===== src/rtl/epulse_pkg.sv =====
`timescale 1ns/1ps
package epulse_pkg;

    typedef enum logic [1:0] {
        FMT_NORMAL = 2'd0,
        FMT_ALT    = 2'd1,
        FMT_MECH   = 2'd2,
        FMT_PLAIN  = 2'd3
    } out_fmt_e;

    typedef enum logic [1:0] {
        CH_IDLE   = 2'd0,
        CH_ACTIVE = 2'd1,
        CH_GAP    = 2'd2
    } ch_state_e;

    // Formats in which the programmed primary width is honoured.
    function automatic logic fmt_stretches(input logic [1:0] fmt);
        return (fmt == FMT_ALT) || (fmt == FMT_MECH);
    endfunction

endpackage


===== src/rtl/epulse_cfg.sv =====
`timescale 1ns/1ps
// Width registers and effective-width selection.
module epulse_cfg
    import epulse_pkg::*;
#(
    parameter int PRI_W   = 24,
    parameter int AUX_W   = 23,
    parameter int CNT_W   = 24,
    parameter int PRI_RST = 512,
    parameter int AUX_DEF = 16
) (
    input  logic             clk,
    input  logic             rst,
    input  logic [1:0]       out_fmt,
    input  logic             pri_width_we,
    input  logic [PRI_W-1:0] pri_width_wdata,
    input  logic             aux_width_we,
    input  logic [AUX_W-1:0] aux_width_wdata,
    output logic [CNT_W-1:0] pri_width_eff,
    output logic [CNT_W-1:0] aux_width_eff
);

    typedef struct packed {
        logic [PRI_W-1:0] pri;
        logic [AUX_W-1:0] aux;
    } cfg_t;

    localparam cfg_t CFG_RST = '{pri: PRI_W'(PRI_RST), aux: '0};

    cfg_t cfg_d, cfg_q;

    always_comb begin
        cfg_d = cfg_q;
        if (pri_width_we) cfg_d.pri = pri_width_wdata;
        if (aux_width_we) cfg_d.aux = aux_width_wdata;
    end

    always_ff @(posedge clk) begin
        if (rst) cfg_q <= CFG_RST;
        else     cfg_q <= cfg_d;
    end

    always_comb begin
        if (!fmt_stretches(out_fmt) || (cfg_q.pri == '0))
            pri_width_eff = CNT_W'(1);
        else
            pri_width_eff = CNT_W'(cfg_q.pri);

        if (cfg_q.aux == '0)
            aux_width_eff = CNT_W'(AUX_DEF);
        else
            aux_width_eff = CNT_W'(cfg_q.aux);
    end

endmodule


===== src/rtl/epulse_chan.sv =====
`timescale 1ns/1ps
// One pulse channel: idle, active for width ticks, one-tick gap, pending replay.
module epulse_chan
    import epulse_pkg::*;
#(
    parameter int CNT_W = 24
) (
    input  logic             clk,
    input  logic             rst,
    input  logic             tick,
    input  logic             evt,
    input  logic [CNT_W-1:0] width_eff,
    output logic             pulse
);

    typedef struct packed {
        ch_state_e        st;
        logic [CNT_W-1:0] cnt;
        logic             pend;
    } ch_t;

    localparam ch_t CH_RST = '{st: CH_IDLE, cnt: '0, pend: 1'b0};

    ch_t ch_d, ch_q;

    always_comb begin
        ch_d = ch_q;
        unique case (ch_q.st)
            CH_IDLE: begin
                if (evt) begin
                    ch_d.st  = CH_ACTIVE;
                    ch_d.cnt = width_eff;
                end
            end
            CH_ACTIVE: begin
                ch_d.pend = ch_q.pend | evt;
                if (tick) begin
                    if (ch_q.cnt <= CNT_W'(1)) ch_d.st  = CH_GAP;
                    else                       ch_d.cnt = ch_q.cnt - CNT_W'(1);
                end
            end
            CH_GAP: begin
                if (tick) begin
                    if (ch_q.pend | evt) begin
                        ch_d.st   = CH_ACTIVE;
                        ch_d.cnt  = width_eff;
                        ch_d.pend = 1'b0;
                    end else begin
                        ch_d.st = CH_IDLE;
                    end
                end else begin
                    ch_d.pend = ch_q.pend | evt;
                end
            end
            default: ch_d = CH_RST;
        endcase
    end

    always_ff @(posedge clk) begin
        if (rst) ch_q <= CH_RST;
        else     ch_q <= ch_d;
    end

    assign pulse = (ch_q.st == CH_ACTIVE);

endmodule


===== src/rtl/epulse_stretch.sv =====
`timescale 1ns/1ps
module epulse_stretch
    import epulse_pkg::*;
#(
    parameter int NUM_PRI = 2,
    parameter int PRI_W   = 24,
    parameter int AUX_W   = 23,
    parameter int PRI_RST = 512,
    parameter int AUX_DEF = 16
) (
    input  logic               clk,
    input  logic               rst,
    input  logic               smp_tick,
    input  logic               owr_tick,
    input  logic [NUM_PRI-1:0] pri_evt,
    input  logic               aux_evt,
    input  logic [1:0]         out_fmt,
    input  logic               pri_width_we,
    input  logic [PRI_W-1:0]   pri_width_wdata,
    input  logic               aux_width_we,
    input  logic [AUX_W-1:0]   aux_width_wdata,
    output logic [NUM_PRI-1:0] pri_pulse,
    output logic               aux_pulse
);

    localparam int CNT_W = (PRI_W > AUX_W) ? PRI_W : AUX_W;

    logic [CNT_W-1:0] pri_width_eff;
    logic [CNT_W-1:0] aux_width_eff;

    epulse_cfg #(
        .PRI_W  (PRI_W),
        .AUX_W  (AUX_W),
        .CNT_W  (CNT_W),
        .PRI_RST(PRI_RST),
        .AUX_DEF(AUX_DEF)
    ) u_cfg (
        .clk            (clk),
        .rst            (rst),
        .out_fmt        (out_fmt),
        .pri_width_we   (pri_width_we),
        .pri_width_wdata(pri_width_wdata),
        .aux_width_we   (aux_width_we),
        .aux_width_wdata(aux_width_wdata),
        .pri_width_eff  (pri_width_eff),
        .aux_width_eff  (aux_width_eff)
    );

    for (genvar g = 0; g < NUM_PRI; g++) begin : g_pri
        epulse_chan #(.CNT_W(CNT_W)) u_chan (
            .clk      (clk),
            .rst      (rst),
            .tick     (smp_tick),
            .evt      (pri_evt[g]),
            .width_eff(pri_width_eff),
            .pulse    (pri_pulse[g])
        );
    end

    epulse_chan #(.CNT_W(CNT_W)) u_aux (
        .clk      (clk),
        .rst      (rst),
        .tick     (owr_tick),
        .evt      (aux_evt),
        .width_eff(aux_width_eff),
        .pulse    (aux_pulse)
    );

endmodule


===== config.mk =====
export PLATFORM = sky130hd
export DESIGN_NAME = epulse_stretch
export DESIGN_NICKNAME = d
export VERILOG_FILES = /design/src/rtl/epulse_pkg.sv /design/src/rtl/epulse_cfg.sv /design/src/rtl/epulse_chan.sv /design/src/rtl/epulse_stretch.sv
export SDC_FILE = /design/constraint.sdc
export NUM_CORES = 1
export LEC_CHECK = 0
export ABC_CLOCK_PERIOD_IN_PS = 3530
export BUFFER_PORTS_ARGS = -buffer_cell sky130_fd_sc_hd__clkbuf_2
export CORE_ASPECT_RATIO = 1.75
export CORE_MARGIN = 2
export CORE_UTILIZATION = 45
export DETAILED_ROUTE_END_ITERATION = 7
export HOLD_SLACK_MARGIN = 0.06
export PLACE_DENSITY = 0.72
export SETUP_SLACK_MARGIN = 0.3
export SLEW_MARGIN = 20
export SYNTH_ARGS = -nofsm -noshare
export SYNTH_HDL_FRONTEND = slang
export SYNTH_HIERARCHICAL = 1
export SYNTH_SLANG_ARGS = --single-unit

===== constraint.sdc =====
create_clock -name clk -period 3.53 [get_ports clk]
set_clock_uncertainty 0.15 [all_clocks]
set_input_delay 0.706 -clock clk [delete_from_list [all_inputs] [get_ports clk]]
set_output_delay 0.706 -clock clk [all_outputs]
set_load 0.01 [all_outputs]

Word level (Yosys, flattened, before mapping)
Cells that the tools add are included.
{ "op_classes": {"bitwise": 6, "n_lt_le_gt_ge": 3, "n_reduce_logical": 17, "n_eq_ne": 29, "add_sub_neg": 3, "muxes": 32} }
{ "ops": {"columns": ["cell", "n"], "rows": [
  ["26-bit two-way mux", 9],
  ["26-bit case mux with 3 select lines", 3],
  ["24-bit two-way mux", 4],
  ["25-bit two-way mux", 3],
  ["24-bit by 1-bit <= comparator with 1-bit output (second input constant)", 3],
  ["24-bit by 1-bit subtractor with 24-bit output (second input constant)", 3],
  ["2-bit inequality test (second input constant)", 14],
  ["24-bit logical NOT", 1],
  ["23-bit logical NOT", 1],
  ["23-bit two-way mux", 1],
  ["5-bit AND reduction", 3],
  ["4-bit AND reduction", 3],
  ["3-bit by 2-bit inequality test with 1-bit output (second input constant)", 3],
  ["1-bit case mux with 3 select lines", 3],
  ["2-bit by 1-bit equality test with 1-bit output (second input constant)", 4],
  ["2-bit equality test (second input constant)", 4],
  ["2-bit by 1-bit inequality test with 1-bit output (second input constant)", 4],
  ["2-bit logical NOT", 3],
  ["1-bit two-way mux", 6],
  ["2-bit two-way mux", 3],
  ["2-bit AND reduction", 3],
  ["1-bit NOT", 3],
  ["1-bit bitwise OR", 3],
  ["1-bit logical OR", 2],
  ["1-bit logical NOT", 1]
]} }
{ "word_totals": {"word_cells": 101, "reg_bits": 128, "output_inout_bits": 3} }

Logic depth before layout (Yosys ltp)
Gate-level depths: netlist of the first run.
{ "depth": {"depth_word": 8, "ltp_mapped": 10, "mapped_depth_nobuf": 8} }

Hierarchy
The synthesis of the first run kept the hierarchy.
{ "by_module_without_submodules": {"columns": ["module", "seq_area_each_um2", "area_per_inst_um2", "n_inst", "cells_each"], "rows": [
  ["epulse_chan at g_pri[1].u_chan ...", 540.5, 1808.0, 2, 229],
  ["epulse_cfg", 940.9, 2018.2, 1, 220],
  ["epulse_chan at g_pri[0].u_chan", 540.5, 1806.7, 1, 229]
]} }

Worst setup path before layout of the first run
Ideal clock, no wire load.
{ "synth_path": {"path_type": "input port to flip-flop", "start": "input port smp_tick", "end": "register g_pri[1].u_chan/ch_q[4] in the netlist's numbering", "setup_slack_ns": 1.381, "setup_ns": 0.070, "arrival_ns": 1.929, "stages": 6, "required_ns": 3.310, "path_cell_list": "inv_1 > a222oi_1 > nand2_2 > buf_6 > or3_1 > a21oi_1"} }
{ "synth_between": {"elab_chain_len": 2} }
{ "synth_rtl": {"columns": ["item", "line_no", "text"], "rows": [
  ["start: declaration", "epulse_stretch.sv:13", "input logic smp_tick,"],
  ["2-bit inequality test (no line)", null, null],
  ["5-bit AND reduction (no line) *", null, null],
  ["end signal: assignment", "epulse_chan.sv:61", "else ch_q <= ch_d;"],
  ["end: declaration", "epulse_chan.sv:24", "ch_t ch_d, ch_q;"]
]} }
Every way passes the cells marked *; elsewhere a longest branch is shown, timed or not.
A chain may end at the register's enable or synchronous reset.

Final worst setup path of the first run
{ "layout_path": {"start": "register g_pri[0].u_chan/ch_q[18] in the netlist's numbering", "end": "register g_pri[0].u_chan/ch_q[14] in the netlist's numbering"} }
{ "layout_between": {"elab_chain_len": 3} }
{ "layout_rtl": {"columns": ["item", "line_no", "text"], "rows": [
  ["start: declaration", "epulse_chan.sv:24", null],
  ["start signal: assignment", "epulse_chan.sv:61", null],
  ["24-bit by 1-bit <= comparator with 1-bit output", "epulse_chan.sv:38", "if (ch_q.cnt <= CNT_W'(1)) ch_d.st = CH_GAP;"],
  ["2-bit inequality test (no line)", null, null],
  ["5-bit AND reduction (no line)", null, null]
]} }
No other way between the ends.

==> results.md, run 1 <==
* Slew HR at 42.01%
* CTS Buf Count at 17
* Clock Path Buffers at 2
* P_leak at 0.003386 uW
* Net Sw Power at 4527 uW
* Placed insts at 1101
* Post-Layout Cell Count at 1133
* WS Path Type: register to register
* Ys async rst share at 0%
* Final Critical Period at 2.610 ns
* Fill cells at 1593
* Mapped Cells at 907
* DPL Wire Length at 14400 microns
* Row count at 62
* DR vias at 6670
* Register Area at 0.002562 sq mm
* Clock Power Share at 18.8%
* Post-layout net count at 1004
* Antenna viol nets, final at 0
* Post-Syn Nets at 983
* PortBufs at 60
* Critical Path RT at 3.69 ns
* Via density at 5.887
* CP Capture Type: register
* Diodes inserted at 0
* Final worst-path cycle share at 73.94%
* Global-route wire length before repair at 31720 microns
* Syn-to-layout area delta at 11.80%
* Number of global-route vias before repair at 6584
* Final Hold Viols at 0
* Die Wd at 101.2 microns
* Gr usage total at 22.63%
* Hold EP: g_pri[0].u_chan/ch_q[17]$_SDFFE_PP0P_
* Most common cell after layout, fill and taps aside: dfxtp_1
* Run status: complete, no violations
* Clock-pin slew on the worst setup and hold paths at 0.06 ns
* Max frequency at 383.1 MHz
* Initial antenna violation count at 0
* CP Max Fanout at 30
* Yosys cell types at 53
* Core Footprint at 0.01629 sq mm
* Post_cts resized at 0
* Sequential-to-total area share from yosys stat at 34.44%
* Post-CTS setup buffer count at 0
* Root buf cell: clkbuf_16
* Actual slew at the worst max-slew pin at 0.8669 ns
* Mean Syn Cell Area at 8.204 sq um
* Crit path launch type: register
* CTS tree: done
* FF-to-FF Start: g_pri[0].u_chan/ch_q[18]$_SDFFE_PP0P_
* Arrival time of the worst setup path at 2.77 ns
* Final Setup Violations at 0
* Reg2reg setup slack at 0.92 ns
* Yosys warning count at 6
* Register-to-Register Path Depth at 7
* WL per Instance at 17.21 microns
* Post-Route WL at 19500 microns
* HP Class: register to register
* Pin count of the biggest net entering global routing at 55
* Area occupied by multi-input gates at 0.004410 sq mm
* Setup TNS at 0 ns
* Die Ht at 174.1 microns
* Fin. max-slew vios at 0
* Post-synth EDFFs at 0
* Hold-fix buffers at CTS at 0
* Initial DRC count at 620
* Power per Cell Area at 1156 mW/mm^2
* # IOs at 61
* Clk_lat worst skew at 0.43 ns
* Cell area after synthesis at 0.007441 sq mm
* Initial Util at 45.68%
* Placer Congestion at 0.9416
* RSZ-0062 raised after global routing: false
* Peak supply drop at 0.5860 mV
* Core Util, Final at 51.07%
* H-tree depth at 4
* Hold_sp: g_pri[0].u_chan/ch_q[17]$_SDFFE_PP0P_
* Share of layout cells above drive strength 1 at 16.68%
* Most frequent cells in the layout: dfxtp_1 (128), nor2_1 (94), a21oi_1 (75)
* Hold Path Stages at 2
* Residual DRC count at 0
* Gate power share at 58.1%
* Internal power at 5087 uW
* Main synth FF type: dfxtp_1
* Die area at 0.01762 sq mm
* Sink Count at 128
* GRT overflow at 0
* Post-synthesis sequential element count at 128
* Sequential Power Share at 23.0%
* R2r endpoint: g_pri[0].u_chan/ch_q[14]$_SDFFE_PP0P_
* Net Sw Frac at 47.09%
* Max Cap Violations at 0
* Initial DRT Pass Iterations at 5
==> layout make-up <==
cell class | count | share of cell area (%)
Clock buffer | 19 | 5.324
Clock inverter | 13 | 1.940
Inverter | 31 | 1.399
Multi-Input combinational cell | 679 | 53.02
Sequential cell | 128 | 30.80
Tap cell | 192 | 2.888
Timing Repair Buffer | 71 | 4.632
==> per-layer routing <==
layer	routed length, microns	global-route usage (%)	vias up
li1	-	-	3262
met1	7148	22.68	3185
met2	10690	42.55	168
met3	843	4.423	55
met4	823	11.71	0
met5	0	0	-
==> worst max-delay path, cell delays in order (launching register included) <==
cell and delay (ns):
dfxtp_1 0.34, or3_1 0.43, nor3_1 0.49, nand4_1 0.25, nand2_1 0.12, buf_4 0.29
or3_1 0.30, o21ai_1 0.11
==> stage by stage <==
step	total power, uW	hold WS, ns	setup slack [ns]	area, sq um
finish	9613	0.3280	0.9199	8319
global route	10300	0.3377	0.7182	8319
CTS	9581	0.3309	0.9235	8319
detailed placement	7711	0.3197	0.8349	7715
global placement	7652	0.3059	0.9206	7715
floorplan	6675	0.2990	1.381	7441
==> worst max-delay path by stage <==
stage | depth (start not counted) | startpoint | slack, ns | endpoint
after floorplan | 6 | smp_tick | 1.38 | g_pri[1].u_chan/ch_q[4]$_SDFFE_PP0P_
after global placement | 6 | smp_tick | 0.92 | g_pri[1].u_chan/ch_q[18]$_SDFFE_PP0P_
after detailed placement | 6 | smp_tick | 0.83 | g_pri[1].u_chan/ch_q[17]$_SDFFE_PP0P_
after CTS | 4 | g_pri[0].u_chan/ch_q[26]$_SDFFE_PP0P_ | 0.92 | pri_pulse[0]
after global routing | 7 | g_pri[0].u_chan/ch_q[18]$_SDFFE_PP0P_ | 0.72 | g_pri[0].u_chan/ch_q[14]$_SDFFE_PP0P_
final | 7 | g_pri[0].u_chan/ch_q[18]$_SDFFE_PP0P_ | 0.92 | g_pri[0].u_chan/ch_q[14]$_SDFFE_PP0P_
==> power groups by stage <==
stage | clock [uW] | combinational (uW) | sequential (uW)
floorplan | 0 | 4550 | 2130
CTS | 1840 | 5540 | 2210
global placement | 0 | 5430 | 2220
detailed placement | 0 | 5480 | 2230
global route | 1900 | 6130 | 2270
finish | 1810 | 5590 | 2220
==> Yosys cell counts (10+ instances only) <==
cell,n,share of area (%)
a21oi_1,75,5.0
a22oi_1,39,3.9
a31oi_1,12,1.0
and2_1,26,2.2
buf_2,12,0.81
clkbuf_1,43,2.2
dfxtp_1,128,34
ha_1,18,3.0
inv_1,28,1.4
mux2i_1,49,6.6
nand2_1,53,2.7
nand3_1,18,1.2
nand4_1,15,1.3
nor2_1,94,4.7
nor3_1,29,2.0
nor3_2,11,1.5
o21ai_0,10,0.67
o21ai_1,42,2.8
o22ai_1,10,0.84
or3_1,42,3.5
xnor2_1,15,1.8
xor2_1,22,2.6
==> sequential cells by signal, summed over array words and instances, names as in the netlist <==
| name | flops |
|---|---|
| u_cfg/cfg_q | 47 |
| u_aux/ch_q | 27 |
| g_pri.u_chan/ch_q | 54 |
==> logic make-up after synthesis <==
| family | after synthesis | share of synthesized area (%) |
|---|---|---|
| compound gates | 219 | 18.33 |
| simple gates | 355 | 26.92 |
| xor+xnor | 37 | 4.355 |
| fa+ha+maj | 18 | 3.027 |
| buf+inv | 100 | 6.289 |
| flops | 128 | 34.44 |
| other cells | 1 | 0.05040 |
| mux | 49 | 6.592 |
(Power assumes the default switching activity.)
==> run 2, diff against run 1 <==
- ABC_CLOCK_PERIOD_IN_PS: 3530 -> 2500
- clock period: 3.53 -> 2.5 ns (I/O delays scaled with it)
==> results.md, run 2 (synthesis results as in run 1) <==
* Area occupied by multi-input gates at 0.004700 sq mm (+6.6%)
* CTS Buf Count at 17 (unchanged)
* Row count at 62 (unchanged)
* Hold Path Stages at 2 (unchanged)
* Crit path launch type: register
* Clk_lat worst skew at 0.42 ns (about the same)
* Post-layout net count at 1042 (+3.8%)
* PortBufs at 60 (unchanged)
* Final Hold Viols at 0 (unchanged)
* Reg2reg setup slack at 0.34 ns (-0.58 ns)
* Initial DRT Pass Iterations at 5 (unchanged)
* CP Capture Type: register
* Fill cells at 1467 (-7.9%)
* Peak supply drop at 0.8922 mV (+52%)
* Top flop regs: g_pri.u_chan/ch_q x54, u_cfg/cfg_q x47, u_aux/ch_q x27
* Fin. max-slew vios at 0 (unchanged)
* Final Setup Violations at 0 (unchanged)
* Critical Path RT at 2.70 ns (-0.99 ns)
* FF-to-FF Start: g_pri[0].u_chan/ch_q[11]$_SDFFE_PP0P_
* Initial Util at 45.68% (unchanged)
* Die area at 0.01762 sq mm (unchanged)
* Number of global-route vias before repair at 6729 (+2.2%)
* Arrival time of the worst setup path at 2.36 ns (-0.41 ns)
* HP Class: input pin to register
* R2r endpoint: g_pri[0].u_chan/ch_q[11]$_SDFFE_PP0P_
* Sink Count at 128 (unchanged)
* Clock-pin slew on the worst setup and hold paths at 0.06 ns (about the same)
* Initial DRC count at 547 (-12%)
* Final worst-path cycle share at 86.56% (+13 points)
* GRT overflow at 0 (unchanged)
* Initial antenna violation count at 0 (unchanged)
* Max Cap Violations at 0 (unchanged)
* Placer Congestion at 0.9051 (-3.9%)
* Clock Path Buffers at 2 (unchanged)
* Core Footprint at 0.01629 sq mm (unchanged)
* DR vias at 6860 (+2.8%)
* WL per Instance at 17.81 microns (+3.5%)
* CTS tree: done
* Slew HR at 45.38% (+3.4 points)
* Hold_sp: pri_width_wdata[9]
* RSZ-0062 raised after global routing: true
* Share of layout cells above drive strength 1 at 24.92% (+8.2 points)
* Final Critical Period at 2.164 ns (-0.4461 ns)
* Largest Register: g_pri.u_chan/ch_q
* # IOs at 61 (unchanged)
* Max reg flops at 54 (unchanged)
* Syn-to-layout area delta at 21.44%
* Setup crit start: g_pri[0].u_chan/ch_q[11]$_SDFFE_PP0P_
* Most frequent cells in the layout: dfxtp_1 (118), nor2_1 (92), a21oi_1 (68)
* Root buf cell: clkbuf_16
* Register-to-Register Path Depth at 7 (unchanged)
* CP Max Fanout at 8 (-73%)
* Fin Hold WS at 0.1468 ns (-0.1812 ns)
* P_leak at 0.003659 uW (+8.1%)
* Global-route wire length before repair at 32730 microns (+3.2%)
* Hold EP: u_cfg/cfg_q[32]$_SDFFE_PP1P_
* Actual slew at the worst max-slew pin at 0.8193 ns (-0.04762 ns)
* Post-Route WL at 20860 microns (+7.0%)
* Pin count of the biggest net entering global routing at 43 (-22%)
* DPL Wire Length at 14730 microns (+2.3%)
* Die Ht at 174.1 microns (unchanged)
* H-tree depth at 4 (unchanged)
* Antenna viol nets, final at 0 (unchanged)
* Power per Cell Area at 1753 mW/mm^2 (+52%)
* Register Area at 0.002580 sq mm (+0.68%)
* Most common cell after layout, fill and taps aside: dfxtp_1
* Max frequency at 462.1 MHz (+21%)
* Setup TNS at 0 ns (unchanged)
* WS Path Type: register to register
* Diodes inserted at 0 (unchanged)
* Via density at 5.858 (-0.49%)
* Gr usage total at 23.30% (+0.66 points)
* Die Wd at 101.2 microns (unchanged)
* Run status: complete, no violations
* Residual DRC count at 0 (unchanged)
## run 2: how the worst max path moves through the flow
stage | endpoint | depth (start not counted)
3_5_place_dp | g_pri[1].u_chan/ch_q[6]$_SDFFE_PP0P_ | 8
2_1_floorplan | g_pri[1].u_chan/ch_q[4]$_SDFFE_PP0P_ | 7
5_1_grt | u_aux/ch_q[7]$_SDFFE_PP0P_ | 9
4_1_cts | g_pri[1].u_chan/ch_q[19]$_SDFFE_PP0P_ | 6
3_3_place_gp | g_pri[1].u_chan/ch_q[7]$_SDFFE_PP0P_ | 8
6_report | g_pri[0].u_chan/ch_q[11]$_SDFFE_PP0P_ | 7
## run 2: layer usage
| metal | vias to the layer above | global-route usage, % | part of all wire, % |
|---|---|---|---|
| met5 | - | 0 | 0 |
| met4 | 0 | 12.84 | 4.4 |
| met3 | 60 | 4.142 | 3.9 |
| met2 | 201 | 43.16 | 55 |
| met1 | 3246 | 23.84 | 36 |
| li1 | 3353 | - | - |
## run 2: worst max-delay path, stage by stage, from the launching register on
cell,delay (ns)
dfxtp_1,0.35
or3_4,0.43
nor4_4,0.32
nand4_1,0.20
buf_4,0.19
a21oi_4,0.23
a21oi_1,0.07
o22ai_1,0.14
## run 2: layout make-up
class | count | share of cell area, %
inverters | 31 | 1.288
multi-input cells | 679 | 52.01
flip-flops and latches | 128 | 28.55
clock inverters | 14 | 2.368
well taps | 192 | 2.659
clock buffers | 18 | 4.860
repair buffers | 109 | 8.266
## run 2: through the flow
stage | cells | util (%) | total power, uW | worst slack, ns | cell area (sq um)
2_1_floorplan | 907 | - | 9426 | 0.3965 | 7441
3_3_place_gp | 1120 | 48.31 | 11110 | 0.2320 | 7870
3_5_place_dp | 1120 | 48.31 | 11190 | 0.1931 | 7870
4_1_cts | 1154 | 52.65 | 14190 | 0.2832 | 8577
5_1_grt | 1171 | 55.47 | 16810 | 0.2395 | 9036
6_report | 1171 | 55.47 | 15840 | 0.3359 | 9036
## run 2: what timing repair did
| action | 4_1_cts | 5_1_grt |
|---|---|---|
| pin swaps | 3 | 37 |
| endpoints found under the setup margin | 37 | 72 |
| hold buffers | 0 | 0 |
| resized for setup | 10 | 72 |
| setup buffers | 2 | 16 |
| cloned | 0 | 1 |
## run 2: where the power goes
group,switching (uW),total (uW),internal (uW)
Combinational,5610,9910,4290
Sequential,603,3190,2590
Clock,956,2750,1790
